## src/rtl/dual_addr_match_pkg.sv

```systemverilog
package dual_addr_match_pkg;

  typedef struct packed {
    logic ack;
    logic alt_sel;
  } match_res_t;

endpackage

```

## src/rtl/addr_cmp.sv

```systemverilog
module addr_cmp #(
  parameter int ADDR_W = 7
) (
  input  logic [ADDR_W-1:0] rx_addr,
  input  logic [ADDR_W-1:0] slot_addr,
  input  logic              slot_en,
  output logic              hit
);

  always_comb begin
    hit = slot_en && (rx_addr == slot_addr);
  end

endmodule

```

## src/rtl/match_arbiter.sv

```systemverilog
module match_arbiter
  import dual_addr_match_pkg::*;
#(
  parameter int NSLOT = 2
) (
  input  logic [NSLOT-1:0] hits,
  output match_res_t       res
);

  // Slot 0 is the primary address and always wins over the others.
  always_comb begin
    res.ack     = |hits;
    res.alt_sel = !hits[0] && (|hits[NSLOT-1:1]);
  end

endmodule

```

## src/rtl/match_regs.sv

```systemverilog
module match_regs
  import dual_addr_match_pkg::*;
(
  input  logic       clk,
  input  logic       rst,
  input  logic       start_i,
  input  logic       vld_i,
  input  match_res_t res_i,
  input  logic       dir_i,
  output logic       ack_o,
  output logic       match_o,
  output logic       rd_nwr_o,
  output logic       alt_sel_o
);

  always_ff @(posedge clk) begin
    if (rst) begin
      ack_o     <= 1'b0;
      match_o   <= 1'b0;
      rd_nwr_o  <= 1'b0;
      alt_sel_o <= 1'b0;
    end else if (vld_i) begin
      ack_o     <= res_i.ack;
      match_o   <= res_i.ack;
      rd_nwr_o  <= dir_i;
      alt_sel_o <= res_i.alt_sel;
    end else if (start_i) begin
      ack_o     <= 1'b0;
      match_o   <= 1'b0;
      rd_nwr_o  <= 1'b0;
      alt_sel_o <= 1'b0;
    end else begin
      match_o   <= 1'b0;
    end
  end

endmodule

```

## src/rtl/dual_addr_match.sv

```systemverilog
module dual_addr_match
  import dual_addr_match_pkg::*;
#(
  parameter int ADDR_W = 7
) (
  input  logic              clk,
  input  logic              rst,
  input  logic              start_i,
  input  logic              addr_vld_i,
  input  logic [ADDR_W:0]   addr_byte_i,
  input  logic [ADDR_W-1:0] own_addr_i,
  input  logic [ADDR_W-1:0] alt_addr_i,
  input  logic              alt_en_i,
  output logic              ack_o,
  output logic              match_o,
  output logic              rd_nwr_o,
  output logic              alt_sel_o
);

  localparam int NSLOT = 2;

  logic [ADDR_W-1:0] rx_addr;
  logic [ADDR_W-1:0] slot_addr [NSLOT];
  logic [NSLOT-1:0]  slot_en;
  logic [NSLOT-1:0]  hits;
  match_res_t        res;

  assign rx_addr      = addr_byte_i[ADDR_W:1];
  assign slot_addr[0] = own_addr_i;
  assign slot_addr[1] = alt_addr_i;
  assign slot_en      = {alt_en_i, 1'b1};

  for (genvar s = 0; s < NSLOT; s++) begin : g_cmp
    addr_cmp #(.ADDR_W(ADDR_W)) cmp_i (
      .rx_addr   (rx_addr),
      .slot_addr (slot_addr[s]),
      .slot_en   (slot_en[s]),
      .hit       (hits[s])
    );
  end

  match_arbiter #(.NSLOT(NSLOT)) arb_i (
    .hits (hits),
    .res  (res)
  );

  match_regs regs_i (
    .clk       (clk),
    .rst       (rst),
    .start_i   (start_i),
    .vld_i     (addr_vld_i),
    .res_i     (res),
    .dir_i     (addr_byte_i[0]),
    .ack_o     (ack_o),
    .match_o   (match_o),
    .rd_nwr_o  (rd_nwr_o),
    .alt_sel_o (alt_sel_o)
  );

endmodule

```

## config.mk

```make
export PLATFORM = sky130hd
export DESIGN_NAME = dual_addr_match
export DESIGN_NICKNAME = d
export VERILOG_FILES = /design/src/rtl/dual_addr_match_pkg.sv /design/src/rtl/addr_cmp.sv /design/src/rtl/match_arbiter.sv /design/src/rtl/match_regs.sv /design/src/rtl/dual_addr_match.sv
export SDC_FILE = /design/constraint.sdc
export NUM_CORES = 1
export LEC_CHECK = 0
export BUFFER_PORTS_ARGS = -buffer_cell sky130_fd_sc_hd__buf_2
export CAP_MARGIN = 30
export CORE_AREA = 2 2 39 41
export CTS_CLUSTER_DIAMETER = 150
export CTS_CLUSTER_SIZE = 24
export DETAILED_ROUTE_END_ITERATION = 12
export DIE_AREA = 0 0 41 43
export PLACE_DENSITY = 0.53
export SYNTH_ARGS = -nofsm -noshare
export SYNTH_HDL_FRONTEND = slang
export SYNTH_SLANG_ARGS = --single-unit
```

## constraint.sdc

```tcl
create_clock -name clk -period 1.4 [get_ports clk]
set_input_delay 0.28 -clock clk [delete_from_list [all_inputs] [get_ports clk]]
set_output_delay 0.28 -clock clk [all_outputs]
set_load 0.02 [all_outputs]
```

==> impl_results.md <==
* Outcome: complete, no violations
* Leak pwr at 0.255 nW
* DP Worst Slack at 56.3 ps
* Placed cell count at 81
* Sequential power share at 32.6%
* Gr ovfl total at 0
* Final hold viol count at 0
* CP required at 1520 ps
* DIE HEIGHT at 43 µm
* Power Density at 704 mW/mm²
* Via/cell ratio at 4.29
* CTS clk-pin slew, worst paths at 40 ps
* Final WS setup at 301 ps
* Die Width at 41 µm
* CTS Buf Count at 3
* Hold bufs inserted after CTS at 0
* Residual DRC at 0
* Endpoint class of the critical path: flip-flop
* CTS H-tree lvls at 1
* Clock Skew at 0 ps
* Largest net degree at the start of global routing at 7
* Share of the synthesized area in the top cell type at 31.2%
* Routed WL at 852 µm
* Worst reg-to-reg path cell count at 2
* Worst IR Drop VDD at 0.416 mV
* Slowest stage delay, CP at 290 ps
* Placed inst area at 487 µm²
* Post-synthesis register bit count at 4
* Measured slew at the worst slew-check pin at 408 ps
* CP Launch Type: input pin
* Gr usage total at 9.54%
* Class of the worst hold path: input pin to flip-flop
* Arrival time worst endpoint at 1220 ps
* P_sw at 0.0947 mW
* Period utilization at 78.5%
* Nets at 97
* WL per Instance at 10.1 µm
* Clk pwr share at 41.1%
* CP top delay family: simple AND/OR/NAND/NOR gates
* Worst setup path category: input pin to flip-flop
* Num ports at 31
* Hold Crit Depth at 2
* Post-synth net total at 61
* Slowest CP cell: a32o_2
* Crit path buf inv count at 1
* DIE AREA at 0.00176 mm²
* Detail Route Antenna Nets at 0
* Netlist cell types at 16
* FF-to-FF Start: regs_i.alt_sel_o$_SDFFE_PP0P_
* Overall Power at 0.359 mW
* Initial antenna violation count at 0
* Yosys warning count at 0
* Placer Congestion at 0.629
* Final min period at 1100 ps
* Drt initial violations at 1
* Sw Share at 26.4%
* Post-layout util at 36.8%
* TritonRoute pass-1 iters at 2
* RR Endpoint: regs_i.alt_sel_o$_SDFFE_PP0P_
* Starting Density at 22.3%
* Routed vias at 360
* Fin. max-slew vios at 0
* Post-synthesis sequential area ratio at 25.9%
* TritonCTS Sinks at 4
* R2r setup slk at 650 ps
* Fin Hold WS at 227 ps
* WHS Endpoint: regs_i.rd_nwr_o$_SDFFE_PP0P_
* Antenna cell count at 0
* Synthesized cell area at 309 µm²
* Relative slew slack at 72.5%
* Highest Clock Rate at 0.910 GHz
* MaxCap Viol Count at 0
* Setup TNS at 0 ps
* Area leader, netlist: xor2_1
* Syn Inst Count at 34
* Cell-internal power at 0.264 mW
* Crit Path Max Fanout at 2
* CTS tree: done
* Vias in the first global route at 313
* Synthesized area per cell at 9.09 µm²
* FP Rows at 14
* Total core area at 0.00138 mm²
* DP HPWL at 713 µm
* Number of port buffers at 30
* Clk_lat worst skew at 230 ps
* CTS max path bufs at 2
* Setup-failing EPs final at 0
* Finished Layout Cells at 84
* Synth area leaders: xor2_1 (31%), dfxtp_1 (26%), xnor2_1 (8.5%)
* Finished Cell Area at 509 µm²
* Global-route wire length before repair at 1110 µm
* Min-delay src: rst
* CP Cell Sequence: buf_2 > xor2_1 > nor4_2 > nand4_1 > a32o_2
* Post-CTS setup buffers at 0
* Clock root cell: clkbuf_4
* Share of cells above drive strength 1 at 52.9%
* Post-CTS Resized at 0
* Combinational Power Share at 26.3%
* Layout area overhead at 64.8%
* RSZ-0062 raised after global routing: no
[Yosys cell counts (all sizes together)]
| master | count |
|---|---|
| nor2b | 1 |
| xnor2 | 3 |
| dfxtp | 4 |
| nor2 | 2 |
| nor3b | 1 |
| nand4 | 1 |
| o211ai | 1 |
| nand3b | 2 |
| nand2b | 1 |
| xor2 | 11 |
| nor4 | 3 |
| nand2 | 1 |
| a32o | 1 |
| a21oi | 1 |
| o21ai | 1 |
[metal layers]
metal | up-vias | GRT usage (%) | routed length, µm
met4 | 0 | 0 | 0
met5 | - | 0 | 0
li1 | 189 | - | -
met3 | 0 | 6.28 | 151
met2 | 27 | 15.9 | 353
met1 | 144 | 10.3 | 347
[cell usage in the layout, fill, tap and decap left out, types with 2 or more instances in the layout]
cell,synthesis,routed
buf_2,0,30
xor2_1,11,11
dfxtp_1,4,4
xnor2_1,3,3
clkbuf_4,0,3
nor2_1,2,2
nand3b_1,2,2
nor4_1,2,2
[power groups by stage]
stage / clock (mW) / combinational (mW) / sequential (mW)
after floorplan: 0 / 0.0387 / 0.121
after global placement: 0 / 0.0950 / 0.119
after detailed placement: 0 / 0.0953 / 0.119
after CTS: 0.154 / 0.0963 / 0.117
after global routing: 0.161 / 0.106 / 0.117
final: 0.147 / 0.0943 / 0.117
[how the worst max path moves through the flow]
stage	from	end	depth (start not counted)
final	own_addr_i[4]	regs_i.alt_sel_o$_SDFFE_PP0P_	5
after global routing	addr_byte_i[4]	regs_i.ack_o$_SDFFE_PP0P_	5
after CTS	own_addr_i[4]	regs_i.alt_sel_o$_SDFFE_PP0P_	5
after detailed placement	own_addr_i[4]	regs_i.alt_sel_o$_SDFFE_PP0P_	5
after global placement	own_addr_i[4]	regs_i.alt_sel_o$_SDFFE_PP0P_	5
after floorplan	own_addr_i[4]	regs_i.alt_sel_o$_SDFFE_PP0P_	4
[state kept, by name (all words and copies together), names as in the netlist]
name / count
regs_i.rd_nwr_o: 1
regs_i.ack_o: 1
regs_i.alt_sel_o: 1
regs_i.match_o: 1
[cell families (layout without fill, tap and decap cells)]
| kind of cell | count (synthesis) | after routing | synth area share, % |
|---|---|---|---|
| buffers and inverters | 0 | 34 | 0 |
| and+or+nand+nor | 12 | 12 | 25.1 |
| xor gates and xnor gates | 14 | 14 | 39.7 |
| AOI/OAI and AO/OA | 4 | 4 | 9.31 |
| DFF | 4 | 4 | 25.9 |
[layout make-up]
class                   instances  area (µm²)
well taps                      16        20.0
clock buffers                   3        22.5
repair buffers                 31         158
multi-input cells              30         229
flip-flops and latches          4        80.1
fillers                       152         875
Power figures use the tool's default switching activity.
